[src/rtl/bmf_pkg.sv]
package bmf_pkg;

    typedef enum logic [1:0] {
        ST_FILL = 2'd0,
        ST_SCAN = 2'd1,
        ST_LOAD = 2'd2
    } eng_state_e;

    // Per-bit coefficient of one hash function; callers keep the low bits.
    function automatic logic [31:0] hash_coef(input int unsigned fn_idx,
                                              input int unsigned bit_idx);
        logic [31:0] prod;
        prod = (bit_idx + 32'd1) * (2 * fn_idx + 32'd1) * 32'd40503;
        return prod >> 5;
    endfunction

endpackage

[src/rtl/bmf_hash.sv]
module bmf_hash #(
    parameter int unsigned WIN_W = 32,
    parameter int unsigned AW    = 6,
    parameter int unsigned K     = 4
) (
    input  logic             clk,
    input  logic             en,
    input  logic [WIN_W-1:0] win,
    output logic [AW-1:0]    addr_q [K]
);

    for (genvar gi = 0; gi < K; gi++) begin : g_fn
        localparam int unsigned FN = gi;
        logic [AW-1:0] acc;
        logic [31:0]   cw;

        always_comb begin
            acc = '0;
            cw  = '0;
            for (int unsigned j = 0; j < WIN_W; j++) begin
                cw = bmf_pkg::hash_coef(FN, j);
                if (win[j]) begin
                    acc = acc ^ cw[AW-1:0];
                end
            end
        end

        always_ff @(posedge clk) begin
            if (en) begin
                addr_q[gi] <= acc;
            end
        end
    end

endmodule

[src/rtl/bmf_lut.sv]
module bmf_lut #(
    parameter int unsigned M  = 64,
    parameter int unsigned Q  = 4,
    parameter int unsigned K  = 4,
    parameter int unsigned AW = $clog2(M)
) (
    input  logic          clk,
    input  logic          rst_n,
    input  logic          we,
    input  logic [AW-1:0] waddr,
    input  logic [Q-1:0]  wdata,
    input  logic          rd_en,
    input  logic [AW-1:0] raddr [K],
    output logic [Q-1:0]  ptr
);

    logic [Q-1:0] mem     [M];
    logic [Q-1:0] word_q  [K];

    always_ff @(posedge clk) begin
        if (we) begin
            mem[waddr] <= wdata;
        end
    end

    for (genvar gp = 0; gp < K; gp++) begin : g_port
        always_ff @(posedge clk) begin
            if (rd_en) begin
                word_q[gp] <= mem[raddr[gp]];
            end
        end
    end

    always_comb begin
        ptr = '0;
        for (int unsigned i = 0; i < K; i++) begin
            ptr = ptr ^ word_q[i];
        end
    end


    lut_quiet_chk: assert property (@(posedge clk) disable iff (!rst_n)
        rd_en |-> !we);

endmodule

[src/rtl/bmf_rtab.sv]
module bmf_rtab #(
    parameter int unsigned N  = 16,
    parameter int unsigned W  = 32,
    parameter int unsigned PW = $clog2(N)
) (
    input  logic          clk,
    input  logic          we,
    input  logic [PW-1:0] waddr,
    input  logic [W-1:0]  wdata,
    input  logic          rd_en,
    input  logic [PW-1:0] raddr,
    output logic [W-1:0]  rdata
);

    logic [W-1:0] mem [N];

    always_ff @(posedge clk) begin
        if (we) begin
            mem[waddr] <= wdata;
        end
    end

    always_ff @(posedge clk) begin
        if (rd_en) begin
            rdata <= mem[raddr];
        end
    end

endmodule

[src/rtl/bmf_match_engine.sv]
module bmf_match_engine
    import bmf_pkg::*;
#(
    parameter int unsigned L_BYTES = 4,
    parameter int unsigned N_STR   = 16,
    parameter int unsigned M_LOC   = 64,
    parameter int unsigned K_HASH  = 4
) (
    input  logic                       clk,
    input  logic                       rst_n,
    input  logic                       in_valid,
    input  logic [7:0]                 in_byte,
    input  logic                       cfg_we,
    input  logic                       cfg_sel,
    input  logic [$clog2(M_LOC)-1:0]   cfg_addr,
    input  logic [8*L_BYTES-1:0]       cfg_data,
    output logic                       match_o,
    output logic [$clog2(N_STR)-1:0]   match_ptr
);

    localparam int unsigned WIN_W = 8 * L_BYTES;
    localparam int unsigned AW    = $clog2(M_LOC);
    localparam int unsigned PW    = $clog2(N_STR);
    localparam int unsigned FW    = $clog2(L_BYTES + 1);
    localparam logic [FW-1:0] FILL_LAST = FW'(L_BYTES - 1);

    eng_state_e        state_q, state_d;
    logic [FW-1:0]     fill_q;
    logic              take_byte, win_ok, flow;

    logic [WIN_W-1:0]  win_q, win1_q, win2_q, win3_q;
    logic              v0_q, v1_q, v2_q, v3_q;
    logic [AW-1:0]     hash_addr [K_HASH];
    logic [PW-1:0]     cand_ptr, ptr3_q;
    logic [WIN_W-1:0]  cand_str;
    logic              lut_we, rt_we, lut_rd, rt_rd;

    // ---------------- controller ----------------
    always_ff @(posedge clk or negedge rst_n) begin
        if (!rst_n) begin
            state_q <= ST_FILL;
        end else begin
            state_q <= state_d;
        end
    end

    always_comb begin
        state_d = state_q;
        unique case (state_q)
            ST_FILL: begin
                if (cfg_we) begin
                    state_d = ST_LOAD;
                end else if (in_valid && fill_q == FILL_LAST) begin
                    state_d = ST_SCAN;
                end
            end
            ST_SCAN: begin
                if (cfg_we) begin
                    state_d = ST_LOAD;
                end
            end
            ST_LOAD: begin
                if (!cfg_we) begin
                    state_d = ST_FILL;
                end
            end
            default: state_d = ST_FILL;
        endcase
    end

    always_comb begin
        flow      = !cfg_we;
        take_byte = in_valid && flow && (state_q != ST_LOAD);
        win_ok    = take_byte && ((state_q == ST_SCAN) || (fill_q == FILL_LAST));
        lut_we    = cfg_we && !cfg_sel;
        rt_we     = cfg_we && cfg_sel;
        lut_rd    = v1_q && flow;
        rt_rd     = v2_q && flow;
    end

    always_ff @(posedge clk or negedge rst_n) begin
        if (!rst_n) begin
            fill_q <= '0;
        end else if (cfg_we || state_q == ST_LOAD) begin
            fill_q <= '0;
        end else if (take_byte && state_q == ST_FILL) begin
            fill_q <= fill_q + FW'(1);
        end
    end

    // ---------------- pipeline valid chain ----------------
    always_ff @(posedge clk or negedge rst_n) begin
        if (!rst_n) begin
            v0_q      <= 1'b0;
            v1_q      <= 1'b0;
            v2_q      <= 1'b0;
            v3_q      <= 1'b0;
            match_o   <= 1'b0;
            match_ptr <= '0;
        end else begin
            v0_q <= win_ok;
            v1_q <= v0_q && flow;
            v2_q <= v1_q && flow;
            v3_q <= v2_q && flow;
            if (v3_q && flow && (cand_str == win3_q)) begin
                match_o   <= 1'b1;
                match_ptr <= ptr3_q;
            end else begin
                match_o   <= 1'b0;
                match_ptr <= '0;
            end
        end
    end

    // ---------------- pipeline data ----------------
    always_ff @(posedge clk) begin
        if (take_byte) begin
            win_q <= {win_q[WIN_W-9:0], in_byte};
        end
        win1_q <= win_q;
        win2_q <= win1_q;
        win3_q <= win2_q;
        ptr3_q <= cand_ptr;
    end

    bmf_hash #(
        .WIN_W (WIN_W),
        .AW    (AW),
        .K     (K_HASH)
    ) u_hash (
        .clk    (clk),
        .en     (v0_q),
        .win    (win_q),
        .addr_q (hash_addr)
    );

    bmf_lut #(
        .M  (M_LOC),
        .Q  (PW),
        .K  (K_HASH),
        .AW (AW)
    ) u_lut (
        .clk   (clk),
        .rst_n (rst_n),
        .we    (lut_we),
        .waddr (cfg_addr),
        .wdata (cfg_data[PW-1:0]),
        .rd_en (lut_rd),
        .raddr (hash_addr),
        .ptr   (cand_ptr)
    );

    bmf_rtab #(
        .N  (N_STR),
        .W  (WIN_W),
        .PW (PW)
    ) u_rtab (
        .clk   (clk),
        .we    (rt_we),
        .waddr (cfg_addr[PW-1:0]),
        .wdata (cfg_data),
        .rd_en (rt_rd),
        .raddr (cand_ptr),
        .rdata (cand_str)
    );

    // ---------------- checks ----------------

    load_entry_chk: assert property (@(posedge clk) disable iff (!rst_n)
        cfg_we |=> (state_q == ST_LOAD));


    load_block_chk: assert property (@(posedge clk) disable iff (!rst_n)
        (state_q == ST_LOAD) |=> !v0_q);


    fill_gate_chk: assert property (@(posedge clk) disable iff (!rst_n)
        (state_q == ST_FILL && fill_q != FILL_LAST) |=> !v0_q);


    ptr_idle_chk: assert property (@(posedge clk) disable iff (!rst_n)
        !match_o |-> (match_ptr == '0));


    latency_chk: assert property (@(posedge clk) disable iff (!rst_n)
        match_o |-> $past(v3_q));

endmodule

[config.mk]
export PLATFORM = sky130hd
export DESIGN_NAME = bmf_match_engine
export DESIGN_NICKNAME = d
export VERILOG_FILES = /design/src/rtl/bmf_pkg.sv /design/src/rtl/bmf_hash.sv /design/src/rtl/bmf_lut.sv /design/src/rtl/bmf_rtab.sv /design/src/rtl/bmf_match_engine.sv
export SDC_FILE = /design/constraint.sdc
export NUM_CORES = 1
export LEC_CHECK = 0
export CAP_MARGIN = 0
export CORE_MARGIN = 10
export CORE_UTILIZATION = 35
export DETAILED_ROUTE_END_ITERATION = 12
export PLACE_DENSITY = 0.5
export SYNTH_ARGS = -nofsm -noshare
export SYNTH_HDL_FRONTEND = slang
export SYNTH_SLANG_ARGS = --single-unit
[constraint.sdc]
create_clock -name clk -period 7.7 [get_ports clk]
set_input_delay 1.155 -clock clk [delete_from_list [all_inputs] [get_ports clk]]
set_output_delay 1.155 -clock clk [all_outputs]
set_load 0.01 [all_outputs]
==> flow_summary.toml <==
[yosys]
synth_common_cells = "edfxtp_1, mux4_2, dfxtp_1"
synth_edf_count = 871
async_flop_share_pct = 1.389
netlist_instances = 2093
synth_cell_types = 44
synth_area_um2 = 42730
yosysMostFrequentCell = "edfxtp_1"
ys_ff_latch = 1008
synth_warnings = 0
avgSynthCellArea_um2 = 20.41
netlist.area_leader.share_pct = 61.21
synth_top_area_cell = "edfxtp_1"
syn-num-nets = 2146
synth_flop_cell = "edfxtp_1"
seq_area_frac_synth_pct = 67.80
synth_area_leaders = "edfxtp_1, mux4_2, dfxtp_1"

[cells_and_area]
nets = 2223
multi_input_area_um2 = 13370
fillers = 10690
seqCellArea_um2 = 28980
area_growth_pct = 14.67
drive_above_1_share_pct = 30.21

[worst_setup_path]
arrival_ns = 4.10
cp_common_cell = "mux4_2"
crit_required_ns = 8.17
slowest_stage = "buf_4"
cp_cell_sequence = "xnor2_1 > xnor2_2 > buf_12 > buf_4 > mux4_2 > mux4_2"
endpoint_kind = "register"
worstSetupPathType = "reg -> reg"
slowest_delay_ns = 0.64
path_max_fanout = 100
reg2reg_from = "u_lut.word_q[1][0]"
cp-startpoint = "u_lut.word_q[1][0]"
worstSetupStartpointType = "register"

[global_route]
grtUsageTotal_pct = 17.18
grt-ovfl-total = 0
first_global_vias = 22520
antenna_found_initial = 8
grt_pass1_wl_mm = 170.1
grt_max_degree = 130

[power_and_ir_drop]
ir_drop_mv = 0.1833
p_per_area_nw_per_um2 = 238.3
p_leak_nw = 15.54
p_int_mw = 9.203
p_clk_share_pct = 45.4
power_frac_comb_pct = 3.0
switchingPower_mw = 2.472
p_sw_share_pct = 21.17
p_seq_share_pct = 51.6

[timing]
fin_crit_ns = 3.623
rsz0062_at_grt = "no"
fin_hold_ws_ns = 0.3003
relSlewSlack_pct = 25.90
setup_viol = 0
tightest_slew_ns = 1.111
timing.fmax_ghz = 0.2760
report.final.slew_viol_count = 0
min_period_over_period_pct = 47.05
skew_ns = 0.07640
hold_viol_final = 0
fin_setup_tns_ns = 0

[floorplanning]
core-area_um2 = 121600
die_h_um = 369.4
start_util_pct = 35.15
rows = 128
dieArea_um2 = 136500
ios = 56
die_x_um = 369.4

[detailed_routing]
first_pass_iters = 6
wire_per_inst_um = 30.42
detail-route-antenna-nets = 0
vias = 21680
viasPerCell = 5.568
drc = 0
routed_wl_mm = 118.4
drtIter0Drc = 2137

[clock_tree]
htree_levels = 3
cts_tree = "done"
path_clk_slew_ns = 0.06
clk_path_buf_depth = 3
cts_hold_buf = 0
cts_resized = 0
cts_buffers = 106
insertion_delay_ns = 0.73
cts.sink_count = 1008
clock-root-buffer = "clkbuf_16"
post-cts-setup-buffers = 0

[min_path]
hp-class = "reg -> reg"
hp-start = "win1_q[9]"

[placed_design]
port_buffers = 55
hpwlAfterDp_mm = 74.57
gp_congestion = 0.8495

[run_status]
outcome = "complete, no violations"

[flow_run]
cap_violations = 0
==> cells by family (layout without fill, tap and decap cells) <==
family,Yosys count,count (layout),synth area share [%]
flops,1008,1008,67.80
buf+inv,135,306,1.297
compound gates,142,142,2.351
simple gates,203,203,2.313
other cells,0,4,0
xor+xnor,173,173,4.545
fa+ha+maj,2,2,0.05856
mux,430,430,21.64
==> worst max-delay path, delay by kind of cell (launching register included) <==
family,cells,cell delay [ns]
xor+xnor,2,0.49
flops,1,0.38
mux,2,1.09
buf+inv,2,1.24
==> per-stage QoR <==
stage	total power, mW	util [%]	cells	instance area (um2)	setup slack, ns
3_3_place_gp	6.484	37.25	3687	45280	3.380
3_5_place_dp	6.490	37.25	3687	45280	3.329
6_report	11.67	40.31	3893	49000	4.077
5_1_grt	12.07	40.30	3891	48990	3.779
4_1_cts	11.81	40.30	3889	48990	3.994
2_1_floorplan	6.311	-	2093	42730	2.442
==> layout by cell type (no fill, tap or decap), drive strengths merged, types with 7 or more instances in the layout <==
master | synthesis | routed
nand2 | 19 | 19
a22o | 12 | 12
or3b | 7 | 7
xnor3 | 26 | 26
xor2 | 54 | 54
dfxtp | 123 | 123
clkinv | 0 | 51
inv | 5 | 15
clkdlybuf4s50 | 0 | 51
a21oi | 37 | 37
xnor2 | 90 | 90
nor2 | 98 | 98
mux2i | 12 | 12
edfxtp | 871 | 871
a22oi | 60 | 60
bufinv | 0 | 12
mux4 | 392 | 392
clkbuf | 62 | 125
dfrtp | 14 | 14
mux2 | 26 | 26
nand3b | 9 | 9
nor2b | 22 | 22
a221oi | 12 | 12
and2 | 11 | 11
nor4 | 9 | 9
buf | 68 | 48
nand3 | 14 | 14
==> layer usage <==
layer | share of wire, % | track usage, % | up-vias
li1 | - | - | 8888
met1 | 43 | 24.21 | 11680
met2 | 47 | 27.00 | 922
met3 | 7.2 | 3.576 | 173
met4 | 2.4 | 4.479 | 8
met5 | 0.053 | 0 | -
==> power by group through the flow <==
stage                     sequential (mW)  combinational (mW)  clock (mW)
after floorplan                      6.12               0.187           0
after global placement               6.14               0.345           0
after detailed placement             6.14               0.350           0
after CTS                            6.02               0.352        5.43
after global routing                 6.03               0.371        5.67
final                                6.02               0.345        5.31
==> worst paths after layout <==
path	slack (ns)	cells past startpoint	end
max	4.08	6	u_rtab.rdata[31]
min	0.30	0	win2_q[9]
max reg2reg	4.08	6	u_rtab.rdata[31]
min reg2reg	0.30	0	win2_q[9]
max in group asynchronous	6.11	1	v0_q
min in group asynchronous	0.91	1	match_ptr[1]
==> sequential cells by signal, summed over array words and instances, names as in the netlist, 2 cells and up, named ones only <==
| name | flops |
|---|---|
| u_rtab.mem | 512 |
| u_lut.mem | 256 |
| u_rtab.rdata | 32 |
| win1_q | 32 |
| win2_q | 32 |
| win3_q | 32 |
| win_q | 32 |
| u_hash.addr_q | 23 |
| u_lut.word_q | 16 |
| match_ptr | 4 |
| ptr3_q | 4 |
| fill_q | 3 |
| state_q | 2 |
==> final cells by class <==
type | count | share of cell area, %
timing repair buffer | 99 | 1.808
inverter | 5 | 0.03831
sequential | 1008 | 59.15
clock inverter | 77 | 1.785
tap | 1625 | 4.150
clock buffer | 125 | 5.769
multi-input combinational | 950 | 27.28
antenna | 4 | 0.02043
Note: power is estimated with default switching activity, not from simulation.
